--- src/rtl/nsclk_pkg.sv ---
package nsclk_pkg;

  // result field widths set by the timing register encodings
  localparam int SU_W = 3;
  localparam int DC_W = 5;
  localparam int RC_W = 5;
  localparam int SC_W = 2;

  // programmable ranges of each count
  localparam int SU_LO = 1;
  localparam int SU_HI = 4;
  localparam int DC_LO = 1;
  localparam int DC_HI = 16;
  localparam int RC_LO = 2;
  localparam int RC_HI = 17;

  typedef enum logic [1:0] {
    S_IDLE = 2'd0,
    S_MUL  = 2'd1,
    S_WMUL = 2'd2,
    S_WDIV = 2'd3
  } seq_st_e;

  function automatic logic [31:0] clamp_f(input logic [31:0] v,
                                          input logic [31:0] lo,
                                          input logic [31:0] hi);
    if (v < lo) return lo;
    if (v > hi) return hi;
    return v;
  endfunction

  function automatic logic [7:0] pack_cycle_f(input logic [DC_W-1:0] dcnt,
                                              input logic [RC_W-1:0] rcnt);
    return {4'(dcnt - DC_W'(1)), 4'(rcnt - RC_W'(2))};
  endfunction

  function automatic logic [SC_W-1:0] setup_code_f(input logic [SU_W-1:0] a,
                                                   input logic [SU_W-1:0] b);
    logic [SU_W-1:0] m;
    m = (a > b) ? a : b;
    return SC_W'(m - SU_W'(1));
  endfunction

endpackage

--- src/rtl/nsclk_mul.sv ---
module nsclk_mul #(
  parameter int AW = 10,
  parameter int BW = 7
) (
  input  logic             clk,
  input  logic             rst_n,
  input  logic             start,
  input  logic [AW-1:0]    a,
  input  logic [BW-1:0]    b,
  output logic             done,
  output logic [AW+BW-1:0] prod
);
  localparam int PW = AW + BW;
  localparam int CW = $clog2(BW + 1);

  logic [PW-1:0] acc;
  logic [PW-1:0] mcand;
  logic [BW-1:0] mplier;
  logic [CW-1:0] cnt;
  logic          run;

  // shift-add: one multiplier bit per cycle, BW cycles
  always_ff @(posedge clk or negedge rst_n) begin
    if (!rst_n) begin
      acc    <= '0;
      mcand  <= '0;
      mplier <= '0;
      cnt    <= '0;
      run    <= 1'b0;
      done   <= 1'b0;
    end else begin
      done <= 1'b0;
      if (start) begin
        acc    <= '0;
        mcand  <= PW'(a);
        mplier <= b;
        cnt    <= CW'(BW);
        run    <= 1'b1;
      end else if (run) begin
        if (mplier[0]) acc <= acc + mcand;
        mcand  <= mcand << 1;
        mplier <= mplier >> 1;
        cnt    <= cnt - CW'(1);
        if (cnt == CW'(1)) begin
          run  <= 1'b0;
          done <= 1'b1;
        end
      end
    end
  end

  assign prod = acc;

endmodule

--- src/rtl/nsclk_div.sv ---
module nsclk_div #(
  parameter int NW      = 18,
  parameter int DIVISOR = 1000
) (
  input  logic          clk,
  input  logic          rst_n,
  input  logic          start,
  input  logic [NW-1:0] num,
  output logic          done,
  output logic [NW-1:0] quo
);
  localparam int RW  = $clog2(DIVISOR) + 1;
  localparam int RMW = RW - 1;
  localparam int CW  = $clog2(NW + 1);

  logic [RMW-1:0] rem;
  logic [NW-1:0]  sh;
  logic [NW-1:0]  q;
  logic [CW-1:0]  cnt;
  logic           run;
  logic [RW-1:0]  trial;
  logic           ge;

  assign trial = {rem, sh[NW-1]};
  assign ge    = (trial >= RW'(DIVISOR));

  // restoring division: one quotient bit per cycle, NW cycles
  always_ff @(posedge clk or negedge rst_n) begin
    if (!rst_n) begin
      rem  <= '0;
      sh   <= '0;
      q    <= '0;
      cnt  <= '0;
      run  <= 1'b0;
      done <= 1'b0;
    end else begin
      done <= 1'b0;
      if (start) begin
        rem <= '0;
        sh  <= num;
        q   <= '0;
        cnt <= CW'(NW);
        run <= 1'b1;
      end else if (run) begin
        rem <= ge ? RMW'(trial - RW'(DIVISOR)) : RMW'(trial);
        sh  <= sh << 1;
        q   <= {q[NW-2:0], ge};
        cnt <= cnt - CW'(1);
        if (cnt == CW'(1)) begin
          run  <= 1'b0;
          done <= 1'b1;
        end
      end
    end
  end

  assign quo = q;

endmodule

--- src/rtl/nsclk_seq.sv ---
module nsclk_seq
  import nsclk_pkg::*;
#(
  parameter int TW      = 10,
  parameter int FW      = 7,
  parameter int NW      = TW + FW + 1,
  parameter int DIVISOR = 1000
) (
  input  logic                     clk,
  input  logic                     rst_n,
  input  logic                     go,
  input  logic [1:0][TW-1:0]       su_ns,
  input  logic [1:0][TW-1:0]       act_ns,
  input  logic [1:0][TW-1:0]       cyc_ns,
  input  logic [FW-1:0]            mhz,
  output logic                     mul_start,
  output logic [TW-1:0]            mul_a,
  output logic [FW-1:0]            mul_b,
  input  logic                     mul_done,
  input  logic [TW+FW-1:0]         mul_p,
  output logic                     div_start,
  output logic [NW-1:0]            div_n,
  input  logic                     div_done,
  input  logic [NW-1:0]            div_q,
  output logic                     fin,
  output logic [1:0][2:0][NW-1:0]  raw
);

  // remaining part of the cycle, floored at zero
  function automatic logic [TW-1:0] rec_ns_f(input logic [TW-1:0] s,
                                             input logic [TW-1:0] a,
                                             input logic [TW-1:0] c);
    logic [TW:0] used;
    used = {1'b0, s} + {1'b0, a};
    if ({1'b0, c} > used) return TW'({1'b0, c} - used);
    return '0;
  endfunction

  seq_st_e                   st;
  logic [1:0][2:0][TW-1:0]   ns_q;
  logic [FW-1:0]             mhz_q;
  logic                      dev;
  logic [1:0]                fld;
  logic                      last;

  assign last      = dev && (fld == 2'd2);
  assign mul_start = (st == S_MUL);
  assign mul_a     = ns_q[dev][fld];
  assign mul_b     = mhz_q;
  assign div_start = (st == S_WMUL) && mul_done;
  assign div_n     = NW'(mul_p) + NW'(DIVISOR - 1);

  always_ff @(posedge clk or negedge rst_n) begin
    if (!rst_n) begin
      st    <= S_IDLE;
      ns_q  <= '0;
      mhz_q <= '0;
      dev   <= 1'b0;
      fld   <= 2'd0;
      fin   <= 1'b0;
      raw   <= '0;
    end else begin
      fin <= 1'b0;
      case (st)
        S_IDLE: begin
          if (go) begin
            for (int d = 0; d < 2; d++) begin
              ns_q[d][0] <= su_ns[d];
              ns_q[d][1] <= act_ns[d];
              ns_q[d][2] <= rec_ns_f(su_ns[d], act_ns[d], cyc_ns[d]);
            end
            mhz_q <= mhz;
            dev   <= 1'b0;
            fld   <= 2'd0;
            st    <= S_MUL;
          end
        end
        S_MUL: st <= S_WMUL;
        S_WMUL: begin
          if (mul_done) st <= S_WDIV;
        end
        S_WDIV: begin
          if (div_done) begin
            raw[dev][fld] <= div_q;
            if (last) begin
              fin <= 1'b1;
              st  <= S_IDLE;
            end else begin
              if (fld == 2'd2) begin
                fld <= 2'd0;
                dev <= 1'b1;
              end else begin
                fld <= fld + 2'd1;
              end
              st <= S_MUL;
            end
          end
        end
        default: st <= S_IDLE;
      endcase
    end
  end

endmodule

--- src/rtl/nsclk_conv.sv ---
module nsclk_conv
  import nsclk_pkg::*;
#(
  parameter int TW      = 10,
  parameter int FW      = 7,
  parameter int DIVISOR = 1000
) (
  input  logic                  clk,
  input  logic                  rst_n,
  input  logic                  start,
  input  logic [1:0]            dev_absent,
  input  logic [1:0][TW-1:0]    su_ns,
  input  logic [1:0][TW-1:0]    act_ns,
  input  logic [1:0][TW-1:0]    cyc_ns,
  input  logic [FW-1:0]         mhz,
  output logic                  busy,
  output logic                  done,
  output logic [1:0][SU_W-1:0]  setup_clk,
  output logic [1:0][DC_W-1:0]  data_clk,
  output logic [1:0][RC_W-1:0]  rec_clk,
  output logic [1:0][7:0]       cyc_code,
  output logic [SC_W-1:0]       setup_code
);
  localparam int NW = TW + FW + 1;

  logic                     go;
  logic [1:0]               abs_q;
  logic                     mul_start, mul_done, div_start, div_done, fin;
  logic [TW-1:0]            mul_a;
  logic [FW-1:0]            mul_b;
  logic [TW+FW-1:0]         mul_p;
  logic [NW-1:0]            div_n, div_q;
  logic [1:0][2:0][NW-1:0]  raw;

  logic [1:0][SU_W-1:0]     nxt_su;
  logic [1:0][DC_W-1:0]     nxt_dc;
  logic [1:0][RC_W-1:0]     nxt_rc;
  logic [1:0][7:0]          nxt_cyc;
  logic [SC_W-1:0]          nxt_sc;

  assign go = start && !busy;

  nsclk_seq #(.TW(TW), .FW(FW), .NW(NW), .DIVISOR(DIVISOR)) u_seq (
    .clk(clk), .rst_n(rst_n), .go(go),
    .su_ns(su_ns), .act_ns(act_ns), .cyc_ns(cyc_ns), .mhz(mhz),
    .mul_start(mul_start), .mul_a(mul_a), .mul_b(mul_b),
    .mul_done(mul_done), .mul_p(mul_p),
    .div_start(div_start), .div_n(div_n),
    .div_done(div_done), .div_q(div_q),
    .fin(fin), .raw(raw)
  );

  nsclk_mul #(.AW(TW), .BW(FW)) u_mul (
    .clk(clk), .rst_n(rst_n), .start(mul_start),
    .a(mul_a), .b(mul_b), .done(mul_done), .prod(mul_p)
  );

  nsclk_div #(.NW(NW), .DIVISOR(DIVISOR)) u_div (
    .clk(clk), .rst_n(rst_n), .start(div_start),
    .num(div_n), .done(div_done), .quo(div_q)
  );

  // clamp and pack per device
  for (genvar d = 0; d < 2; d++) begin : g_dev
    always_comb begin
      if (abs_q[d]) begin
        nxt_su[d] = SU_W'(SU_LO);
        nxt_dc[d] = DC_W'(DC_LO);
        nxt_rc[d] = RC_W'(RC_LO);
      end else begin
        nxt_su[d] = SU_W'(clamp_f(32'(raw[d][0]), SU_LO, SU_HI));
        nxt_dc[d] = DC_W'(clamp_f(32'(raw[d][1]), DC_LO, DC_HI));
        nxt_rc[d] = RC_W'(clamp_f(32'(raw[d][2]), RC_LO, RC_HI));
      end
      nxt_cyc[d] = pack_cycle_f(nxt_dc[d], nxt_rc[d]);
    end
  end

  assign nxt_sc = setup_code_f(nxt_su[0], nxt_su[1]);

  always_ff @(posedge clk or negedge rst_n) begin
    if (!rst_n) begin
      busy       <= 1'b0;
      done       <= 1'b0;
      abs_q      <= '0;
      setup_clk  <= '0;
      data_clk   <= '0;
      rec_clk    <= '0;
      cyc_code   <= '0;
      setup_code <= '0;
    end else begin
      done <= fin;
      if (go) begin
        busy  <= 1'b1;
        abs_q <= dev_absent;
      end else if (fin) begin
        busy <= 1'b0;
      end
      if (fin) begin
        setup_clk  <= nxt_su;
        data_clk   <= nxt_dc;
        rec_clk    <= nxt_rc;
        cyc_code   <= nxt_cyc;
        setup_code <= nxt_sc;
      end
    end
  end

endmodule

--- config.mk ---
export PLATFORM = sky130hd
export DESIGN_NAME = nsclk_conv
export DESIGN_NICKNAME = d
export VERILOG_FILES = /design/src/rtl/nsclk_pkg.sv /design/src/rtl/nsclk_mul.sv /design/src/rtl/nsclk_div.sv /design/src/rtl/nsclk_seq.sv /design/src/rtl/nsclk_conv.sv
export SDC_FILE = /design/constraint.sdc
export NUM_CORES = 1
export LEC_CHECK = 0
export ABC_CLOCK_PERIOD_IN_PS = 6700
export CAP_MARGIN = 20
export CELL_PAD_IN_SITES_DETAIL_PLACEMENT = 1
export CELL_PAD_IN_SITES_GLOBAL_PLACEMENT = 1
export CORE_MARGIN = 2
export CORE_UTILIZATION = 50
export DETAILED_ROUTE_END_ITERATION = 10
export HOLD_SLACK_MARGIN = 0.02
export PLACE_DENSITY = 0.88
export RECOVER_POWER = 50
export REMOVE_ABC_BUFFERS = 1
export SETUP_SLACK_MARGIN = 0.4
export SYNTH_ARGS = -nofsm -noshare
export SYNTH_HDL_FRONTEND = slang
export SYNTH_SLANG_ARGS = --single-unit
--- constraint.sdc ---
create_clock -name clk -period 6.7 [get_ports clk]
set_input_delay 1.34 -clock clk [delete_from_list [all_inputs] [get_ports clk]]
set_output_delay 1.34 -clock clk [all_outputs]
set_load 0.005 [all_outputs]
* Word level (Yosys, flattened, before mapping) *
Cells that the tools add are included.

word-level totals
  flip-flop bits (word level) = 328
  latch bits = 0
  memory bits (writable) = 0
  memory bits (read-only) = 0
  bits of input ports = 72
  output and inout port bits = 46
  logic and storage cells = 235
  memories = 0

operators by class
  add/sub/neg operators = 15
  multipliers = 0
  div/mod/pow operators = 0
  order comparisons = 20
  equal/unequal tests = 11
  shift operators = 0
  muxes and demuxes = 130
  bitwise gates (word level) = 0
  reductions and logical operators = 18

operators with widths
  cell                      number
  $mux W5                   22
  $bwmux W108               1
  $mux W18                  5
  $mux W17                  5
  $mux W10                  8
  $gt A18 B5 Y1 const B     4
  $lt A18 B1 Y1 const B     4
  $mux W30                  2
  $mux W1                   58
  $demux W54 S1             1
  $mux W54                  1
  $demux W18 S2             1
  $gt A18 B3 Y1 const B     2
  $lt A18 B2 Y1 const B     2
  $mux W3                   12
  $add A10 B10 Y11          2
  $gt A10 B11 Y1            2
  $bmux W10 S2              1
  $sub A10 B10 Y10          2
  $add A17 B10 Y18 const B  1
  $add A17 B17 Y17          1
  $mux W2                   8
  $mux W7                   2
  $ge A11 B10 Y1 const B    1
  other kinds (29)          46

* Depth between registers and ports, before layout *
  depth in word-level cells = 11
  depth in mapped cells = 16

* Modules after synthesis *
From an unflattened synthesis, not the netlist that was laid out.

second synthesis, totals
  cell total of the unflattened synthesis = 1537
  area total of the unflattened synthesis = 17055.1 µm²

by module, submodules not included
  module      instances  cells an instance  area an instance (µm²)  sequential area each (µm²)
  nsclk_seq   1          750                9359.0                  4529.3
  nsclk_mul   1          298                2808.9                  1151.1
  nsclk_div   1          237                2476.1                  1326.3
  nsclk_conv  1          252                2411.1                  1151.1

* Worst setup path after synthesis *
No wires, ideal clock.

  kind = input -> register
  start point = input port su_ns[0] (netlist name)
  end point = register u_seq.ns_q[29] (netlist name)
  data arrival time = 4.073 ns
  setup slack = 2.560 ns
  cell stages on the path = 16
  buffers on the path = 1
  cell sequence = ha_1 > inv_1 > fa_1 > nor2b_1 > o21ai_0 > a21oi_1 > o41ai_1 > xor2_1 > ha_1 > and2_1 > nand4_1 > nor3_1 > a2111oi_0 > o221a_2 > buf_2 > a32o_1

on the way
  longest elaborated chain between the ends = 6
  elaborated cells on any way between the ends = 8
  classes of those cells = add/sub: 2; order compare: 1; mux: 5

RTL lines
  item                             RTL line          RTL
  from (decl)                      nsclk_conv.sv:12  input logic [1:0][TW-1:0] su_ns,
  $add A10 B10 Y11 *               nsclk_seq.sv:34   used = {1'b0, s} + {1'b0, a};
  $gt A10 B11 Y1                   nsclk_seq.sv:35   if ({1'b0, c} > used) return TW'({1'b0, c} - used);
  $mux W1                          nsclk_seq.sv:35
  $mux W1                          nsclk_seq.sv:66   if (go) begin
  $mux W1                          nsclk_seq.sv:64   case (st)
  $mux W10 *                       nsclk_seq.sv:36   return '0;
  to (signal, indexed assignment)  nsclk_seq.sv:68   ns_q[d][0] <= su_ns[d];
  to (signal, indexed assignment)  nsclk_seq.sv:69   ns_q[d][1] <= act_ns[d];
  to (signal, indexed assignment)  nsclk_seq.sv:70   ns_q[d][2] <= rec_ns_f(su_ns[d], act_ns[d], cyc_ns[d]);
  to (decl)                        nsclk_seq.sv:40   logic [1:0][2:0][TW-1:0] ns_q;

Mark *: on every way between the ends. The rest lies on a longest branch, timed or not. The select of a mux whose other input is x is not followed.
A chain may end at the register's enable or synchronous reset.

==> results.json <==
{
  "htreeDepth": 2,
  "layout-drive-gt1-share_pct": 14.3,
  "synthArstFlopShare_pct": 100,
  "synth_edf_count": 0,
  "cap_violations": 3,
  "cts_hold_buf": 0,
  "synthTopCellsByArea": "dfrtp_1 49%, mux2_2 11%, ha_1 5.5%",
  "post-place-ws_ps": 1490,
  "grt_start_max_net_pins": 157,
  "fin_setup_tns_ps": 0,
  "synth_top_area_share_pct": 48.9,
  "antenna_left": 0,
  "met2_usage_pct": 46.4,
  "route.detailed.drc": 0,
  "clk_latency_ps": 540,
  "dr.pass1.iters": 5,
  "io_pins": 118,
  "root_buffer": "clkbuf_16",
  "setup_viol": 0,
  "tightest_slew_ps": 3760,
  "cts_buffers": 37,
  "met3_usage_pct": 3.54,
  "ys_ff_latch": 326,
  "antenna_found_initial": 0,
  "crit_buf_inv": 2,
  "period_minus_slack_ps": 5030,
  "dp.cells": 2021,
  "min_path_type": "register to register",
  "finalMaxSlewViolations": 268,
  "gp_congestion": 0.852,
  "wl_per_cell_um": 21.4,
  "ir_drop_v": 0.000200,
  "required_ps": 6470,
  "violations": "capacitance limit, slew limit",
  "final_area_um2": 19400,
  "critPathKind": "input pin to async pin",
  "post_cts_resized": 0,
  "whs_ps": 491,
  "netlist_top_cells_count": "326 x dfrtp_1, 160 x mux2_2, 112 x nand2_1",
  "rows": 66,
  "die_y_um": 187,
  "cp_cell_sequence": "buf_8 -> clkbuf_2",
  "dpl.hpwl_um": 29600,
  "cp_top_family": "buffers and inverters",
  "worst-path-max-fanout": 156,
  "routed_via_density": 5.89,
  "cts_setup_buffers": 0,
  "clk_pin_slew_ps": 60,
  "core-area_um2": 32700,
  "syn2layout_area_growth_pct": 16.3,
  "critPathSlowestCell": "clkbuf_2",
  "grt_setup_unrepaired": "false",
  "clock_sinks": 326,
  "setup_ws_ps": 1670,
  "avgSynthCellArea_um2": 11.0,
  "relSlewSlack_pct": -151,
  "placed_cell_area_um2": 18200,
  "syn_area_um2": 16700,
  "power.density_nw_per_um2": 314,
  "hold_violations": 0,
  "synth_ff_type": "dfrtp_1",
  "grt_pass1_vias": 13700,
  "dieWidth_um": 187,
  "grt_usage_pct": 25.3,
  "p_total_mw": 6.09,
  "syn_inst": 1524,
  "fin_crit_sh_pct": 75.0,
  "overflow": 0,
  "critPathArrivalTime_ps": 4800,
  "cts_max_path_buffers": 3,
  "die-area_um2": 34900,
  "ys_types": 63,
  "p_leak_nw": 8.88,
  "yosysWarnings": 0,
  "vias": 12300,
  "status": "finished with violations",
  "drtIter0Drc": 543,
  "fin_cells": 2088,
  "top_usage_layer": "met2",
  "wl_um": 44700,
  "use_met1_pct": 30.6,
  "yosysSeqAreaShare_pct": 48.9,
  "postLayoutCoreUtil_pct": 59.3,
  "antennaDiodeCount": 0,
  "fin_worst_skew_ps": 19.9,
  "slowest_delay_ps": 2640,
  "grt_pass1_wl_um": 72500,
  "yosys.area.top_type": "dfrtp_1",
  "fmax_mhz": 199,
  "yosysMostFrequentCell": "dfrtp_1",
  "initial_utilization_pct": 51.0,
  "tritoncts": "yes",
  "start_kind": "input pin",
  "setup.worst_path.end_class": "async pin",
  "nets": 1771,
  "place.port_buffers": 117
}
==> cell families (layout without fill, tap and decap cells) <==
logic type / Yosys count / in the layout / synth area share [%]
adder cells (fa/ha/maj): 81 / 81 / 6.27
XOR/XNOR: 62 / 62 / 3.25
buffers and inverters: 138 / 260 / 3.25
flip-flops: 326 / 326 / 48.9
AO/OA/AOI/OAI: 301 / 301 / 11.5
AND/OR/NAND/NOR: 370 / 370 / 10.9
multiplexers: 246 / 246 / 16.0
==> power by group <==
part	total, mW	switching [mW]	internal [mW]	leakage [nW]
Clock	2.02	0.847	1.18	0.595
Sequential	2.53	0.319	2.21	4.44
Combinational	1.54	0.891	0.652	3.85
Total	6.09	2.06	4.04	8.88
==> layout by cell type, fill, tap and decap left out, types with 7 or more instances in the layout <==
master,instances
a211oi_1,16
a21o_1,11
a21oi_1,68
a22o_1,19
a31oi_1,7
clkbuf_1,16
clkbuf_16,37
clkbuf_8,10
clkdlybuf4s50_1,115
dfrtp_1,326
ha_1,74
inv_1,63
mux2_2,154
mux2i_1,86
nand2_1,111
nand2b_1,17
nand3_1,21
nand3b_1,9
nand4_1,8
nor2_1,90
nor2b_1,22
nor3_1,23
nor4_1,24
o211ai_1,29
o21a_1,11
o21ai_0,96
o41ai_1,7
or3_1,7
xnor2_1,31
xor2_1,31
==> cell type report <==
cell class,count,area [µm²]
Multi-Input combinational cell,1060,7990
Fill cell,3446,13300
Timing Repair Buffer,132,1270
Tap cell,442,553
Sequential cell,326,8160
Clock inverter,10,105
Clock buffer,55,1090
Inverter,63,236
==> registers in the layout, summed over array words and instances (netlist names), 3 cells and up <==
name	flops
u_div.cnt	5
u_mul.prod	17
data_clk	10
u_mul.cnt	3
u_div.quo	18
u_seq.raw	108
u_seq.mul_b	7
u_div.sh	18
cyc_code	14
u_mul.mplier	7
u_div.rem	10
rec_clk	10
u_seq.ns_q	60
setup_clk	6
u_mul.mcand	17
==> layer usage <==
metal | vias to the layer above | part of all wire (%)
li1 | 5633 | -
met1 | 6313 | 41
met2 | 262 | 53
met3 | 85 | 3.3
met4 | 0 | 2.9
met5 | - | 0
==> worst paths after layout <==
check | depth (start not counted) | end | slack (ps) | start
max in group clk | 16 | u_seq.ns_q[29] | 1990 | su_ns[0]
worst min-delay path | 2 | u_mul.mplier[5] | 490 | u_seq.mul_b[5]
worst max-delay path | 2 | u_seq.raw[47] | 1670 | rst_n
min in group asynchronous | 1 | cyc_code[11] | 860 | rst_n
worst max register to register | 5 | u_div.cnt[3] | 3150 | u_div.run
worst min register to register | 2 | u_mul.mplier[5] | 490 | u_seq.mul_b[5]
Note: power is estimated with default switching activity, not from simulation.
